==> src/rtl/gpio_evt_pkg.sv <==
package gpio_evt_pkg;
  typedef enum logic [2:0] {
    SEL_DIR,
    SEL_ODR,
    SEL_DAT,
    SEL_EVT,
    SEL_MSK,
    SEL_CTL,
    SEL_NONE
  } reg_sel_e;

  localparam int NUM_REGS = 6;
endpackage

==> src/rtl/gpio_in_sync.sv <==
module gpio_in_sync #(
  parameter int N = 32
) (
  input  logic         clk,
  input  logic         rst_n,
  input  logic [N-1:0] async_i,
  output logic [N-1:0] level_o,
  output logic [N-1:0] rise_o,
  output logic [N-1:0] fall_o
);
  logic [N-1:0] meta_q, sync_q, prev_q;

  always_ff @(posedge clk or negedge rst_n) begin
    if (!rst_n) begin
      meta_q <= '0;
      sync_q <= '0;
      prev_q <= '0;
    end else begin
      meta_q <= async_i;
      sync_q <= meta_q;
      prev_q <= sync_q;
    end
  end

  assign level_o = sync_q;
  assign rise_o  = sync_q & ~prev_q;
  assign fall_o  = ~sync_q & prev_q;
endmodule

==> src/rtl/gpio_evt_edge.sv <==
module gpio_evt_edge #(
  parameter int N = 32
) (
  input  logic         clk,
  input  logic         rst_n,
  input  logic [N-1:0] rise_i,
  input  logic [N-1:0] fall_i,
  input  logic [N-1:0] fall_only_i,
  input  logic [N-1:0] is_input_i,
  input  logic [N-1:0] clr_i,
  input  logic [N-1:0] mask_i,
  output logic [N-1:0] event_o,
  output logic         irq_o
);
  logic [N-1:0] ev_q, set_v;

  function automatic logic [N-1:0] hits(input logic [N-1:0] r, input logic [N-1:0] f,
                                        input logic [N-1:0] fo, input logic [N-1:0] inp);
    return inp & (f | (r & ~fo));
  endfunction

  assign set_v = hits(rise_i, fall_i, fall_only_i, is_input_i);

  always_ff @(posedge clk or negedge rst_n) begin
    if (!rst_n) ev_q <= '0;
    else        ev_q <= (ev_q & ~clr_i) | set_v;
  end

  assign event_o = ev_q;
  assign irq_o   = |(ev_q & mask_i);

  AST_EDGE_WINS: assert property (@(posedge clk) disable iff (!rst_n)
    1'b1 |=> ((ev_q & $past(set_v)) == $past(set_v)));
  AST_FALL_ONLY: assert property (@(posedge clk) disable iff (!rst_n)
    (set_v & fall_only_i & ~fall_i) == '0);
  AST_QUIET_HOLD: assert property (@(posedge clk) disable iff (!rst_n)
    (clr_i == '0 && set_v == '0) |=> $stable(ev_q));
  AST_OUT_NO_EVT: assert property (@(posedge clk) disable iff (!rst_n)
    (set_v & ~is_input_i) == '0);
endmodule

==> src/rtl/gpio_evt_ctrl.sv <==
module gpio_evt_ctrl
  import gpio_evt_pkg::*;
#(
  parameter int NPIN   = 32,
  parameter int ADDR_W = 8,
  parameter int STRIDE = 4
) (
  input  logic              clk,
  input  logic              rst_n,
  input  logic              bus_wr_en,
  input  logic              bus_rd_en,
  input  logic [ADDR_W-1:0] bus_addr,
  input  logic [NPIN-1:0]   bus_wdata,
  output logic [NPIN-1:0]   bus_rdata,
  input  logic [NPIN-1:0]   pin_in,
  output logic [NPIN-1:0]   pin_out,
  output logic [NPIN-1:0]   pin_oe,
  output logic              irq
);
  localparam int SPAN = NUM_REGS * STRIDE;

  function automatic reg_sel_e decode(input logic [ADDR_W-1:0] a);
    if (int'(a) >= SPAN || (int'(a) % STRIDE) != 0) return SEL_NONE;
    case (int'(a) / STRIDE)
      0:       return SEL_DIR;
      1:       return SEL_ODR;
      2:       return SEL_DAT;
      3:       return SEL_EVT;
      4:       return SEL_MSK;
      default: return SEL_CTL;
    endcase
  endfunction

  reg_sel_e sel;
  logic [NPIN-1:0] dir_q, odr_q, dat_q, msk_q, ctl_q;
  logic [NPIN-1:0] pin_bus, lvl_b, rise_b, fall_b, evt_b, evt_clr;
  logic [NPIN-1:0] oe_b, out_b, rd_mux, rdata_q;

  assign sel = decode(bus_addr);

  // Pin n <-> register bit NPIN-1-n
  for (genvar n = 0; n < NPIN; n++) begin : g_map
    assign pin_bus[NPIN-1-n] = pin_in[n];
    assign pin_oe[n]         = oe_b[NPIN-1-n];
    assign pin_out[n]        = out_b[NPIN-1-n];
  end

  always_ff @(posedge clk or negedge rst_n) begin
    if (!rst_n) begin
      dir_q <= '0;
      odr_q <= '0;
      dat_q <= '0;
      msk_q <= '0;
      ctl_q <= '0;
    end else if (bus_wr_en) begin
      case (sel)
        SEL_DIR: dir_q <= bus_wdata;
        SEL_ODR: odr_q <= bus_wdata;
        SEL_DAT: dat_q <= bus_wdata;
        SEL_MSK: msk_q <= bus_wdata;
        SEL_CTL: ctl_q <= bus_wdata;
        default: ;
      endcase
    end
  end

  assign evt_clr = (bus_wr_en && sel == SEL_EVT) ? bus_wdata : '0;

  gpio_in_sync #(.N(NPIN)) u_sync (
    .clk     (clk),
    .rst_n   (rst_n),
    .async_i (pin_bus),
    .level_o (lvl_b),
    .rise_o  (rise_b),
    .fall_o  (fall_b)
  );

  gpio_evt_edge #(.N(NPIN)) u_edge (
    .clk         (clk),
    .rst_n       (rst_n),
    .rise_i      (rise_b),
    .fall_i      (fall_b),
    .fall_only_i (ctl_q),
    .is_input_i  (~dir_q),
    .clr_i       (evt_clr),
    .mask_i      (msk_q),
    .event_o     (evt_b),
    .irq_o       (irq)
  );

  // Pad drive: open-drain outputs release the line when their data bit is 1
  assign oe_b  = dir_q & ~(odr_q & dat_q);
  assign out_b = dat_q & ~odr_q;

  always_comb begin
    case (sel)
      SEL_DIR: rd_mux = dir_q;
      SEL_ODR: rd_mux = odr_q;
      SEL_DAT: rd_mux = (dat_q & dir_q) | (lvl_b & ~dir_q);
      SEL_EVT: rd_mux = evt_b;
      SEL_MSK: rd_mux = msk_q;
      SEL_CTL: rd_mux = ctl_q;
      default: rd_mux = '0;
    endcase
  end

  always_ff @(posedge clk or negedge rst_n) begin
    if (!rst_n)         rdata_q <= '0;
    else if (bus_rd_en) rdata_q <= rd_mux;
  end

  assign bus_rdata = rdata_q;

  AST_OD_NO_HIGH: assert property (@(posedge clk) disable iff (!rst_n)
    (oe_b & out_b & odr_q) == '0);
  AST_INPUT_RELEASED: assert property (@(posedge clk) disable iff (!rst_n)
    (oe_b & ~dir_q) == '0);
  AST_UNMAPPED_ZERO: assert property (@(posedge clk) disable iff (!rst_n)
    (bus_rd_en && sel == SEL_NONE) |=> bus_rdata == '0);
  AST_RDATA_HOLD: assert property (@(posedge clk) disable iff (!rst_n)
    !bus_rd_en |=> $stable(bus_rdata));
endmodule

==> config.mk <==
export PLATFORM = sky130hd
export DESIGN_NAME = gpio_evt_ctrl
export DESIGN_NICKNAME = d
export VERILOG_FILES = /design/src/rtl/gpio_evt_pkg.sv /design/src/rtl/gpio_in_sync.sv /design/src/rtl/gpio_evt_edge.sv /design/src/rtl/gpio_evt_ctrl.sv
export SDC_FILE = /design/constraint.sdc
export NUM_CORES = 1
export LEC_CHECK = 0
export ABC_AREA = 1
export BUFFER_PORTS_ARGS = -buffer_cell sky130_fd_sc_hd__buf_4
export CORE_MARGIN = 5
export CORE_UTILIZATION = 45
export DETAILED_ROUTE_END_ITERATION = 10
export HOLD_SLACK_MARGIN = 0.06
export PLACE_DENSITY = 0.7
export SLEW_MARGIN = 20
export SYNTH_ARGS = -nofsm -noshare
export SYNTH_HDL_FRONTEND = slang
export SYNTH_SLANG_ARGS = --single-unit
==> constraint.sdc <==
create_clock -name clk -period 1.45 [get_ports clk]
set_input_delay 0.3625 -clock clk [delete_from_list [all_inputs] [get_ports clk]]
set_output_delay 0.3625 -clock clk [all_outputs]
set_load 0.01 [all_outputs]
==> flow_metrics.env <==
export IMPL_max_freq_mhz=441
export IMPL_place_ws_ns=-0.481
export IMPL_critPathLaunchType="flop"
export IMPL_synth_seq_area_share_pct=57.6
export IMPL_die_h_um=186
export IMPL_setup_viol=80
export IMPL_place_area_sq_mm=0.0166
export IMPL_routed_wirelength_um=44400
export IMPL_yosysTopAreaCellShare_pct=57.6
export IMPL_grt_pass1_vias=13100
export IMPL_synth_xor_area_share_pct=0
export IMPL_combinationalPowerShare_pct=8.9
export IMPL_drt_iter0_markers=1355
export IMPL_cts_path_max_buffers=3
export IMPL_hold_start="bus_wdata[4]"
export IMPL_setup_ws_ns=-0.819
export IMPL_synth_top_family_by_area="simple AND/OR/NAND/NOR gates"
export IMPL_seqPwrFrac_pct=47.9
export IMPL_syn_mean_instance_area_sq_um=8.62
export IMPL_synthAdderAreaFrac_pct=0
export IMPL_synth_cell_types=26
export IMPL_swShare_pct=24.1
export IMPL_required_ns=1.09
export IMPL_synth_area_sq_mm=0.0139
export IMPL_synth_warning_count=0
export IMPL_post_route_drc_count=0
export IMPL_diodes=0
export IMPL_end_kind="output pin"
export IMPL_fin_tns_setup_ns=-8.46
export IMPL_period_minus_slack_ns=2.27
export IMPL_grt_ovfl_total=0
export IMPL_p_total_w=0.0202
export IMPL_synthMuxAreaShare_pct=0
export IMPL_grt_max_degree=58
export IMPL_die_w_um=186
export IMPL_hold_class="primary input to flop"
export IMPL_clkLatencyLatePin_ns=0.51
export IMPL_hold_viol=0
export IMPL_drv_cap=0
export IMPL_port_buffers=172
export IMPL_synth_simple_gate_area_share_pct=22.0
export IMPL_cts_root_buffer="clkbuf_16"
export IMPL_rsz0062_at_grt="true"
export IMPL_crit_fanout=2
export IMPL_slew_headroom_pct=64.1
export IMPL_cts_tree="yes"
export IMPL_tightestPinTransition_ns=0.539
export IMPL_h_tree_depth=2
export IMPL_stdcell_count=2446
export IMPL_crit_type="flop to output pin"
export IMPL_synth_area_leaders="dfrtp_1, nand2_1, o21ai_0, nand3_1, inv_1"
export IMPL_grt_pass1_wl_um=67700
export IMPL_dp_hpwl_um=27700
export IMPL_min_period_over_period_pct=156
export IMPL_drive_above_1_share_pct=28.7
export IMPL_cts_buffers=34
export IMPL_status="complete, but fails checks"
export IMPL_syn_num_nets=1689
export IMPL_first_pass_iters=8
export IMPL_cts_sinks=320
export IMPL_p_sw_w=0.00486
export IMPL_leakage_nw=9.43
export IMPL_nets=2103
export IMPL_ant_nets=0
export IMPL_yosysTopAreaCell="dfrtp_1"
export IMPL_slew_viol_final=0
export IMPL_area_growth_pct=40.5
export IMPL_syn_instance_count=1613
export IMPL_routed_via_count=13300
export IMPL_vias_per_cell=5.44
export IMPL_fp_row_count=64
export IMPL_cellInternalPower_w=0.0153
export IMPL_clock_skew_ns=0.0176
export IMPL_peakVddDrop_v=0.000902
export IMPL_initial_core_util_pct=45.6
export IMPL_antenna_found_initial=0
export IMPL_finalInstanceArea_sq_mm=0.0195
export IMPL_wl_per_cell_um=18.2
export IMPL_failed_checks="setup timing"
export IMPL_p_per_area_mw_per_mm2=1030
export IMPL_placed_cells=2232
export IMPL_clk_pin_slew_ns=0.06
export IMPL_grt_use_total_pct=24.4
export IMPL_core_area_sq_mm=0.0305
export IMPL_fill_cells=2446
export IMPL_cp_arrival_ns=1.91
export IMPL_synth_compound_area_share_pct=13.8
export IMPL_cp_startpoint="u_edge.event_o[28]"
export IMPL_power_share_clock_pct=43.1
export IMPL_synth_ff_latch_count=320
export IMPL_die_area_sq_mm=0.0345
export IMPL_reg2reg_from="dir_q[18]"
export IMPL_ioPinCount=173
export IMPL_place_gp_congestion=0.857
[layer usage]
layer / vias to the layer above / GRT usage (%) / share of wire [%] / routed length [um]
met1: 6440 / 33.5 / 41 / 18200
met2: 583 / 40.0 / 47 / 21000
met5: - / 0 / 0 / 0
li1: 6168 / - / - / -
met3: 119 / 3.24 / 8.4 / 3720
met4: 0 / 9.01 / 3.3 / 1490
[final timing paths]
check                               endpoint  slack, ns  cells past startpoint
setup / recovery                         irq      -0.82                      7
hold / removal                      odr_q[4]       0.19                      3
setup reg to reg               bus_rdata[18]       0.23                      6
hold reg to reg            u_sync.level_o[0]       0.35                      0
max in group asynchronous  u_sync.level_o[5]       0.47                      3
min in group asynchronous          odr_q[12]       0.33                      2
[logic make-up after synthesis]
| kind of cell | Yosys count |
|---|---|
| buffers and inverters | 226 |
| AOI/OAI and AO/OA | 360 |
| DFF | 320 |
| and+or+nand+nor | 707 |
[critical path: stages (launching register included)]
cell and delay (ns):
dfrtp_1 0.39, nand2_2 0.10, nand2_2 0.06, a221oi_2 0.21, buf_4 0.16, nand4_1 0.07, or2_4 0.27, buf_6 0.13
[cell type report]
type	count	area [sq um]	share of cell area, %
clock buffers	46	957	4.90
repair buffers	458	4020	20.6
flip-flops and latches	320	8010	41.0
multi-input cells	1067	5340	27.3
well taps	396	495	2.54
clock inverters	13	150	0.769
inverters	146	558	2.86
[Yosys cell counts]
master	number
nand4_1	61
clkinv_1	1
nand2_4	1
nand3_1	129
buf_6	7
a21boi_0	32
nand2_2	2
inv_1	142
a221oi_1	8
or2_2	1
clkbuf_1	52
nor2_1	134
dfrtp_1	320
o21ai_1	26
a21oi_1	64
nand2_1	369
nor2_2	2
buf_2	13
buf_1	5
nand3_2	1
nand3_4	1
o21ai_0	230
nand4_2	1
inv_2	3
nor2_4	5
buf_4	3
[metrics by stage]
| stage | util [%] | hold slack (ns) |
|---|---|---|
| 6_report | 64.0 | 0.194 |
| 5_1_grt | 64.0 | 0.204 |
| 4_1_cts | 61.9 | 0.174 |
| 3_5_place_dp | 54.5 | 0.265 |
| 3_3_place_gp | 54.5 | 0.266 |
| 2_1_floorplan | - | 0.0669 |
[layout by cell type (no fill, tap or decap), types with 2 or more instances in the layout]
| cell type | Yosys | layout |
|---|---|---|
| nand4_1 | 61 | 61 |
| inv_1 | 142 | 135 |
| inv_2 | 3 | 8 |
| nand2_2 | 2 | 8 |
| bufinv_16 | 0 | 3 |
| nand3_1 | 129 | 126 |
| buf_6 | 7 | 25 |
| clkbuf_16 | 0 | 40 |
| dfrtp_1 | 320 | 315 |
| nand2_4 | 1 | 2 |
| clkbuf_8 | 0 | 4 |
| o21ai_0 | 230 | 172 |
| o21ai_2 | 0 | 24 |
| o21ai_1 | 26 | 60 |
| a21oi_1 | 64 | 64 |
| a21boi_1 | 0 | 9 |
| buf_4 | 3 | 368 |
| dfrtp_2 | 0 | 5 |
| nor2_1 | 134 | 116 |
| nor2_4 | 5 | 12 |
| nand3_2 | 1 | 2 |
| buf_8 | 0 | 4 |
| nand3_4 | 1 | 3 |
| clkbuf_1 | 52 | 7 |
| nand2_1 | 369 | 362 |
| clkinv_2 | 0 | 7 |
| a21boi_2 | 0 | 22 |
| buf_12 | 0 | 23 |
| dlygate4sd3_1 | 0 | 33 |
| a221oi_2 | 0 | 7 |
| nor2_2 | 2 | 13 |
[power groups by stage]
stage | Combinational [W] | Clock (W) | Sequential (W)
after floorplan | 0.000686 | 0 | 0.00975
after global placement | 0.00158 | 0 | 0.00979
after detailed placement | 0.00162 | 0 | 0.00981
after CTS | 0.00175 | 0.00883 | 0.00966
after global routing | 0.00200 | 0.00922 | 0.00971
final | 0.00180 | 0.00870 | 0.00967
[timing repair]
action,CTS,global route
setup buffers,87,30
pin swaps,39,30
endpoints found under the setup margin,73,173
hold buffers,33,0
hold endpoints to repair,98,0
cloned,0,6
gates resized for setup,85,109
No activity file was read; power rests on OpenSTA's default activity.
